### config.mk
export PLATFORM = sky130hd
export DESIGN_NAME = bus_park_seq
export DESIGN_NICKNAME = d
export VERILOG_FILES = /design/src/rtl/bps_pkg.sv /design/src/rtl/bps_grant_mux.sv /design/src/rtl/bps_park_fsm.sv /design/src/rtl/bps_drive_seq.sv /design/src/rtl/bus_park_seq.sv
export SDC_FILE = /design/constraint.sdc
export NUM_CORES = 1
export LEC_CHECK = 0
export ABC_AREA = 1
export ABC_CLOCK_PERIOD_IN_PS = 1100
export CAP_MARGIN = 15
export CORE_AREA = 2 2 47 49
export CTS_BUF_LIST = sky130_fd_sc_hd__clkbuf_2
export CTS_CLUSTER_DIAMETER = 30
export DETAILED_ROUTE_END_ITERATION = 7
export DIE_AREA = 0 0 49 51
export PLACE_DENSITY = 0.74
export SYNTH_ARGS = -nofsm -noshare
export SYNTH_HDL_FRONTEND = slang
export SYNTH_HIERARCHICAL = 1
export SYNTH_SLANG_ARGS = --single-unit
### constraint.sdc
create_clock -name clk -period 1.1 [get_ports clk]
set_input_delay 0.33 -clock clk [delete_from_list [all_inputs] [get_ports clk]]
set_output_delay 0.33 -clock clk [all_outputs]
set_load 0.01 [all_outputs]
### src/rtl/bps_pkg.sv
package bps_pkg;
  typedef enum logic [1:0] {
    ST_IDLE = 2'd0,
    ST_PARK = 2'd1,
    ST_BUSY = 2'd2
  } seq_state_t;
endpackage

### src/rtl/bps_grant_mux.sv
module bps_grant_mux (
  input  logic ext_mode,
  input  logic req_active,
  input  logic gnt_n_in,
  input  logic req0_n_in,
  output logic own_req_n,
  output logic gnt0_n,
  output logic gnt_eff
);
  // Pin remapping between on-chip and off-chip arbitration
  always_comb begin
    if (ext_mode) begin
      gnt_eff   = ~req0_n_in;
      gnt0_n    = ~req_active;
      own_req_n = 1'b1;
    end else begin
      gnt_eff   = ~gnt_n_in;
      gnt0_n    = 1'b1;
      own_req_n = ~req_active;
    end
  end
endmodule

### src/rtl/bps_park_fsm.sv
module bps_park_fsm
  import bps_pkg::*;
(
  input  logic       clk,
  input  logic       rst_n,
  input  logic       ext_mode,
  input  logic       want_bus,
  input  logic       gnt_eff,
  input  logic       bus_idle,
  input  logic       xfer_done,
  output seq_state_t state_q,
  output seq_state_t state_d,
  output logic       req_q,
  output logic       start_q
);
  logic free_bus, start_c, park_c, req_d, start_d;

  always_comb begin
    free_bus = (state_q != ST_BUSY);
    start_c  = free_bus & want_bus & gnt_eff & bus_idle &
               ((state_q == ST_PARK) | req_q);
    park_c   = free_bus & ~start_c & gnt_eff & bus_idle &
               (ext_mode | ~req_q);
    if (state_q == ST_BUSY)
      state_d = xfer_done ? ST_IDLE : ST_BUSY;
    else if (start_c)
      state_d = ST_BUSY;
    else if (park_c)
      state_d = ST_PARK;
    else
      state_d = ST_IDLE;
    req_d   = want_bus & (state_d != ST_BUSY);
    start_d = start_c;
  end

  always_ff @(posedge clk or negedge rst_n) begin
    if (!rst_n) begin
      state_q <= ST_IDLE;
      req_q   <= 1'b0;
      start_q <= 1'b0;
    end else begin
      state_q <= state_d;
      req_q   <= req_d;
      start_q <= start_d;
    end
  end

  p_start_single_r9: assert property (@(posedge clk) disable iff (!rst_n)
    start_q |=> !start_q);
  p_busy_quiet_r9: assert property (@(posedge clk) disable iff (!rst_n)
    (state_q == ST_BUSY) |-> !req_q);
  p_park_needs_grant_r4: assert property (@(posedge clk) disable iff (!rst_n)
    ($rose(state_q == ST_PARK)) |-> $past(gnt_eff && bus_idle));
  p_grant_loss_r6: assert property (@(posedge clk) disable iff (!rst_n)
    (state_q == ST_PARK && !gnt_eff) |=> (state_q != ST_PARK));
endmodule

### src/rtl/bps_drive_seq.sv
module bps_drive_seq #(
  parameter int          ADW      = 32,
  parameter int          CBW      = 4,
  parameter logic [31:0] PARK_AD  = 32'h0,
  parameter logic [3:0]  PARK_CBE = 4'h0
) (
  input  logic           clk,
  input  logic           rst_n,
  input  logic           parking,
  input  logic           park_next,
  output logic           ad_oe,
  output logic           cbe_oe,
  output logic           par_oe,
  output logic [ADW-1:0] ad_out,
  output logic [CBW-1:0] cbe_out,
  output logic           par_out
);
  logic par_q, par_d, par_en;

  always_comb begin
    par_d  = park_next & parking;
    par_en = (par_d != par_q);
  end

  always_ff @(posedge clk or negedge rst_n) begin
    if (!rst_n)      par_q <= 1'b0;
    else if (par_en) par_q <= par_d;
  end

  assign ad_oe   = parking;
  assign cbe_oe  = parking;
  assign par_oe  = par_q;
  assign ad_out  = PARK_AD[ADW-1:0];
  assign cbe_out = PARK_CBE[CBW-1:0];
  assign par_out = ^{ad_out, cbe_out};

  p_par_inside_r5: assert property (@(posedge clk) disable iff (!rst_n)
    par_oe |-> ad_oe);
  p_par_lag_r5: assert property (@(posedge clk) disable iff (!rst_n)
    $rose(par_oe) |-> $past(ad_oe));
endmodule

### src/rtl/bus_park_seq.sv
module bus_park_seq
  import bps_pkg::*;
#(
  parameter int          ADW      = 32,
  parameter int          CBW      = 4,
  parameter logic [31:0] PARK_AD  = 32'h0,
  parameter logic [3:0]  PARK_CBE = 4'h0
) (
  input  logic           clk,
  input  logic           rst_n,
  input  logic           ext_arb_mode,
  input  logic           want_bus,
  input  logic           bus_idle,
  input  logic           xfer_done,
  input  logic           gnt_n_in,
  input  logic           req0_n_in,
  output logic           req_n_out,
  output logic           gnt0_n_out,
  output logic           frame_start,
  output logic           ad_oe,
  output logic           cbe_oe,
  output logic           par_oe,
  output logic [ADW-1:0] ad_out,
  output logic [CBW-1:0] cbe_out,
  output logic           par_out
);
  logic       rs_meta, rst_sync_n;
  logic       gnt_eff, req_q;
  seq_state_t state_q, state_d;

  // Asynchronous assert, synchronous release
  always_ff @(posedge clk or negedge rst_n) begin
    if (!rst_n) begin
      rs_meta    <= 1'b0;
      rst_sync_n <= 1'b0;
    end else begin
      rs_meta    <= 1'b1;
      rst_sync_n <= rs_meta;
    end
  end

  bps_grant_mux u_mux (
    .ext_mode  (ext_arb_mode),
    .req_active(req_q),
    .gnt_n_in  (gnt_n_in),
    .req0_n_in (req0_n_in),
    .own_req_n (req_n_out),
    .gnt0_n    (gnt0_n_out),
    .gnt_eff   (gnt_eff)
  );

  bps_park_fsm u_fsm (
    .clk      (clk),
    .rst_n    (rst_sync_n),
    .ext_mode (ext_arb_mode),
    .want_bus (want_bus),
    .gnt_eff  (gnt_eff),
    .bus_idle (bus_idle),
    .xfer_done(xfer_done),
    .state_q  (state_q),
    .state_d  (state_d),
    .req_q    (req_q),
    .start_q  (frame_start)
  );

  bps_drive_seq #(
    .ADW(ADW), .CBW(CBW), .PARK_AD(PARK_AD), .PARK_CBE(PARK_CBE)
  ) u_drv (
    .clk      (clk),
    .rst_n    (rst_sync_n),
    .parking  (state_q == ST_PARK),
    .park_next(state_d == ST_PARK),
    .ad_oe    (ad_oe),
    .cbe_oe   (cbe_oe),
    .par_oe   (par_oe),
    .ad_out   (ad_out),
    .cbe_out  (cbe_out),
    .par_out  (par_out)
  );
endmodule

==> flow_metrics.tcl, run 1 <==
set metrics [dict create \
    status "finished, violations left" \
    violations "negative setup slack" \
    die_y_um 51 \
    synth_edf_count 0 \
    arrival_ps 920 \
    routed_via_density 3.16 \
    avgSynthCellArea_sq_um 7.76 \
    cts_hold_buf 0 \
    nNetsFinal 110 \
    path_clk_slew_ps 70 \
    critPathMaxStageDelay_ps 400 \
    antenna_found_initial 0 \
    dpl.cell_count 124 \
    netlist.area_leader.share 0.472 \
    first_global_vias 356 \
    synth_flop_cell "dfrtp_1" \
    drt_iter0_markers 1 \
    routed_wl_um 933 \
    place_ws_ps -805 \
    cp_cell_sequence "nor2_2, buf_2" \
    clk_latency_ps 220 \
    yosysMostFrequentCell "buf_4" \
    crit_required_ps 770 \
    cts_inserted_buffers 3 \
    start_util 0.301 \
    grt_max_degree 6 \
    coreArea_sq_um 2060 \
    cp_max_fo 3 \
    grt_usage 0.0813 \
    fin_ws_ps -146 \
    r2r_start "u_fsm/state_q[1]$_DFF_PN0_" \
    synth_top_cells_by_area "buf_4 47%, dfrtp_1 28%, inv_1 7.3%" \
    cts_tree "yes" \
    syn_area_sq_um 621 \
    power-per-cell-area_nw_per_um2 901 \
    dp_hpwl_um 728 \
    r2r_slack_ps -80 \
    postRouteAntennaNets 0 \
    critPathKind "register to primary output" \
    drcViolationCount 0 \
    min_period_ps 1250 \
    clock_skew_ps 2.05 \
    setup_violations 5 \
    die_area_sq_um 2500 \
    ir_drop_v 0.000396 \
    wl_per_cell_um 7.23 \
    drive_above_1_share 0.356 \
    rsz0062_at_grt "yes" \
    rows 17 \
    start_kind "register" \
    yosys_warnings 6 \
    grt.overflow.total 0 \
    timing.fmax_mhz 802 \
    path_buf_inv 1 \
    finalHoldViolCount 0 \
    grt_pass1_wl_um 1500 \
    clock_path_buffers 2 \
    vias 408 \
    max_cap_viol_count 0 \
    setup_tns_ps -430 \
    p_leak_nw 0.443 \
    area_growth_pct 19.6 \
    io_buffer_count 13 \
    synth-seq-cells 7 \
    critPathTopFamily "flip-flops" \
    place_congestion 0.735 \
    drt_first_pass_iters 3 \
    drv_slew 0 \
    instances_no_fill 129 \
    ys_async_sr_fraction 1.00 \
    ios 51 \
    synthCells 80 \
    root_buffer "clkbuf_2" \
    h-tree-depth 1 \
    synth_commonest_cells "39 x buf_4, 12 x inv_1, 9 x nand2_1" \
    critPathSlowestCell "dfrtp_1" \
    hold_class "register to asynchronous set/reset pin" \
    antennaDiodeCount 0 \
    die_w_um 49 \
    synth.distinct_cells 13 \
    yosysSeqAreaShare 0.282 \
    synth_top_cell_by_area "buf_4" \
    endpoint_kind "primary output" \
    clock_sinks 7 \
    worstSetupStartpoint "u_fsm/state_q[1]$_DFF_PN0_" \
    finalCritPeriodShare 1.13 \
]
[where the power goes]
part	total [W]	switching (W)	internal (W)
registers	0.000280	0.00000970	0.000270
logic	0.000206	0.000134	0.0000721
clock network	0.000183	0.0000865	0.0000966
[cell type report]
type                       instances  area (sq um)
clock buffer                       4          20.0
fill                             227          1320
inverter                          12          60.1
multi-input combinational         58           297
sequential                         7           175
tap                               28          35.0
timing repair buffer              20           155
[cells by family (layout without fill, tap and decap cells)]
logic type | Yosys count | count (layout) | synth area share
buffers and inverters | 51 | 36 | 0.544
flip-flops | 7 | 7 | 0.282
other | 2 | 38 | 0.0121
AND/OR/NAND/NOR | 17 | 17 | 0.137
AO/OA/AOI/OAI | 3 | 3 | 0.0242
[flip-flops by register name, indices dropped and copies added (netlist names)]
signal         count
u_fsm/start_q      1
rs_meta            1
rst_sync_n         1
u_drv/par_oe       1
u_fsm/req_q        1
u_fsm/state_q      2
[path summary, 6_finish.rpt]
check,endpoint,cells after the start
worst max-delay path,cbe_oe,2
worst min-delay path,u_fsm/state_q[0]$_DFF_PN0_,0
worst max register to register,u_drv/par_oe$_DFFE_PN0P_,8
min in group clk,rst_sync_n$_DFF_PN0_,0
worst min register to register,u_fsm/state_q[0]$_DFF_PN0_,0
max in group asynchronous,rst_sync_n$_DFF_PN0_,1
[cells in the final DEF (no fill, tap or decap)]
cell type        count
inv_2                4
inv_12               1
dfrtp_1              7
nand2_1              6
inv_1                6
nand3_4              1
dlymetal6s2s_1       1
inv_4                1
nand2_4              3
conb_1              38
nor2_1               1
a21oi_4              1
buf_6                1
buf_4                6
clkdlybuf4s50_1      2
clkdlybuf4s15_1      2
nand3b_1             1
o21ai_2              1
nand2_2              1
buf_2                6
clkbuf_4             1
clkbuf_2             4
nor2_2               3
dlygate4sd2_1        1
nor3_2               1
a21oi_2              1
[stage by stage]
step / utilization / hold WS [ps] / instance area [sq um] / total power [W]
floorplan: - / 34.4 / 771 / 0.000494
detailed placement: 0.334 / 80.8 / 688 / 0.000468
global route: 0.360 / 106 / 742 / 0.000718
finish: 0.360 / 76.8 / 742 / 0.000669
global placement: 0.334 / 74.2 / 688 / 0.000464
CTS: 0.348 / 85.3 / 718 / 0.000664
[metal layers]
layer | wire (um) | vias up | track usage
met5 | 0 | - | 0
met4 | 0 | 0 | 0.0429
met3 | 85 | 0 | 0.0322
met2 | 500 | 27 | 0.151
met1 | 347 | 183 | 0.0775
li1 | - | 198 | -
[repair_timing]
action | CTS | global route
setup endpoints to repair | 11 | 7
setup buffers | 1 | 1
pin swaps | 11 | 7
resized for setup | 43 | 8
(Power assumes the default switching activity.)
==> run 2, diff against run 1 <==
- CTS_CLUSTER_SIZE: default -> 14
==> results of run 2 <==
No change in the layout: final DEF, timing and power equal those of run 1.
==> run 3, diff against run 2 <==
==> constraint.sdc (replaced) <==
create_clock -name clk -period 1.1 [get_ports clk]
set_input_delay 0.11 -clock clk [delete_from_list [all_inputs] [get_ports clk]]
set_output_delay 0.11 -clock clk [all_outputs]
set_load 0.01 [all_outputs]
==> flow_metrics.tcl, run 3 (synthesis results as in run 1) <==
set metrics [dict create \
    status "finished, violations left" \
    violations "negative setup slack" \
    setup_tns_ps -46.5 \
    place_congestion 0.690 \
    cts_tree "yes" \
    route.met3.wl_um 68 \
    pwr-share-comb 0.275 \
    r2r_slack_ps -50 \
    crit_required_ps 1220 \
    swShare 0.328 \
    p_sw_w 0.000211 \
    h-tree-depth 1 \
    finalHoldViolCount 0 \
    drt_iter0_markers 3 \
    largest_reg_flops 2 \
    power-per-cell-area_nw_per_um2 910 \
    critPathKind "register to register" \
    final_util 0.343 \
    drt_first_pass_iters 3 \
    coreArea_sq_um 2060 \
    wl_per_cell_um 7.19 \
    place_ws_ps -502 \
    endpoint_kind "register" \
    nNetsFinal 110 \
    hold_class "primary input to asynchronous set/reset pin" \
    finalCritPeriodShare 1.04 \
    area_growth_pct 13.9 \
    antenna_found_initial 0 \
    instances_no_fill 129 \
    r2r_start "u_fsm/state_q[0]$_DFF_PN0_" \
    largest-register "u_fsm/state_q" \
    cts_hold_buf 0 \
    die_y_um 51 \
    start_kind "register" \
    cts_inserted_buffers 3 \
    dp_hpwl_um 763 \
    wl_met2_um 542 \
    mostFrequentLayoutCells "38 x conb_1, 10 x inv_1, 8 x nand2_1" \
    design_area_sq_um 707 \
    routed_wl_um 927 \
    max_cap_viol_count 0 \
    drcViolationCount 0 \
    dpl.cell_count 122 \
    timing.fmax_mhz 872 \
    clock_sinks 7 \
    drv_slew 0 \
    io_buffer_count 13 \
    start_util 0.301 \
    postRouteAntennaNets 0 \
    root_buffer "clkbuf_2" \
    min_period_ps 1150 \
    grt_usage 0.0738 \
    seq_power_share 0.439 \
    highest_layer "met3" \
    dpl-instance-area_sq_um 658 \
    internal_power_w 0.000432 \
    clock_skew_ps 4.09 \
    p_leak_nw 0.447 \
    r2r_end "u_drv/par_oe$_DFFE_PN0P_" \
    ir_drop_v 0.000346 \
    path_clk_slew_ps 70 \
    rr_worst_depth 8 \
    die_w_um 49 \
    grt_pass1_wl_um 1350 \
    rows 17 \
    pwr-share-clk 0.286 \
    routed_via_density 3.05 \
    clock_path_buffers 2 \
    grt_max_degree 6 \
    clk_latency_ps 220 \
    final_common_cell "conb_1" \
    setup_violations 1 \
    rsz0062_at_grt "yes" \
    grt.overflow.total 0 \
    wl_met1_um 315 \
    vias 394 \
    die_area_sq_um 2500 \
    arrival_ps 1270 \
    first_global_vias 353 \
    ios 51 \
    drive_above_1_share 0.238 \
    cp_max_fo 4 \
    antennaDiodeCount 0 \
    fin_ws_ps -46.5 \
]
-- run 3: changes by cell type in the layout (fill, tap and decap cells not counted), moves of 2 or more --
| cell | previous run | this run |
|---|---|---|
| nand2_1 | 6 | 8 |
| inv_2 | 4 | 2 |
| buf_2 | 6 | 0 |
| inv_1 | 6 | 10 |
| clkdlybuf4s50_1 | 2 | 4 |
| clkbuf_2 | 4 | 6 |
| dlygate4sd2_1 | 1 | 3 |
| nand2_4 | 3 | 0 |
-- run 3: critical path: stages, from the launching register on --
cell,delay [ps]
dfrtp_1,400
buf_4,130
inv_1,40
a21oi_1,140
nand3_2,100
nand2_2,110
nor2_2,40
nand2_1,60
inv_1,30
-- run 3: cell type report --
cell class | instances | area (sq um)
repair buffers | 20 | 174
multi-input cells | 58 | 258
inverters | 12 | 45.0
flip-flops and latches | 7 | 175
fillers | 235 | 1360
well taps | 28 | 35.0
clock buffers | 4 | 20.0
-- run 3: worst max-delay path by stage --
stage          cells after the start  slack, ps                        to                        from
2_1_floorplan                      7         80  u_drv/par_oe$_DFFE_PN0P_  u_fsm/state_q[1]$_DFF_PN0_
3_3_place_gp                      11       -390  u_drv/par_oe$_DFFE_PN0P_                ext_arb_mode
3_5_place_dp                      12       -500  u_drv/par_oe$_DFFE_PN0P_                ext_arb_mode
4_1_cts                            2       -110                     ad_oe  u_fsm/state_q[1]$_DFF_PN0_
5_1_grt                            7       -150  u_drv/par_oe$_DFFE_PN0P_  u_fsm/state_q[0]$_DFF_PN0_
6_report                           8        -50  u_drv/par_oe$_DFFE_PN0P_  u_fsm/state_q[0]$_DFF_PN0_
-- run 3: what timing repair did --
item                                   4_1_cts  5_1_grt
setup endpoints to repair                   10        7
gates resized for setup                     10       12
pin swaps                                    1        6
buffers inserted                             1        2
endpoints found under the hold margin        0        0
-- run 3: metrics by stage --
step | hold WS (ps) | total power [W]
global placement | 69.3 | 0.000449
finish | 41.6 | 0.000643
detailed placement | 75.0 | 0.000454
floorplan | -186 | 0.000489
global route | 28.7 | 0.000690
CTS | 28.7 | 0.000641
-- run 3: power by group through the flow --
| stage | clock, W | combinational [W] | sequential [W] |
|---|---|---|---|
| detailed placement | 0 | 0.000167 | 0.000287 |
| floorplan | 0 | 0.000204 | 0.000285 |
| finish | 0.000184 | 0.000177 | 0.000282 |
| global placement | 0 | 0.000163 | 0.000286 |
| global route | 0.000206 | 0.000200 | 0.000284 |
| CTS | 0.000195 | 0.000164 | 0.000282 |
-- run 3: routing by layer --
metal,track usage,up-vias
met3,0.0263,0
li1,-,199
met5,0,-
met2,0.148,21
met4,0.0571,0
met1,0.0560,174
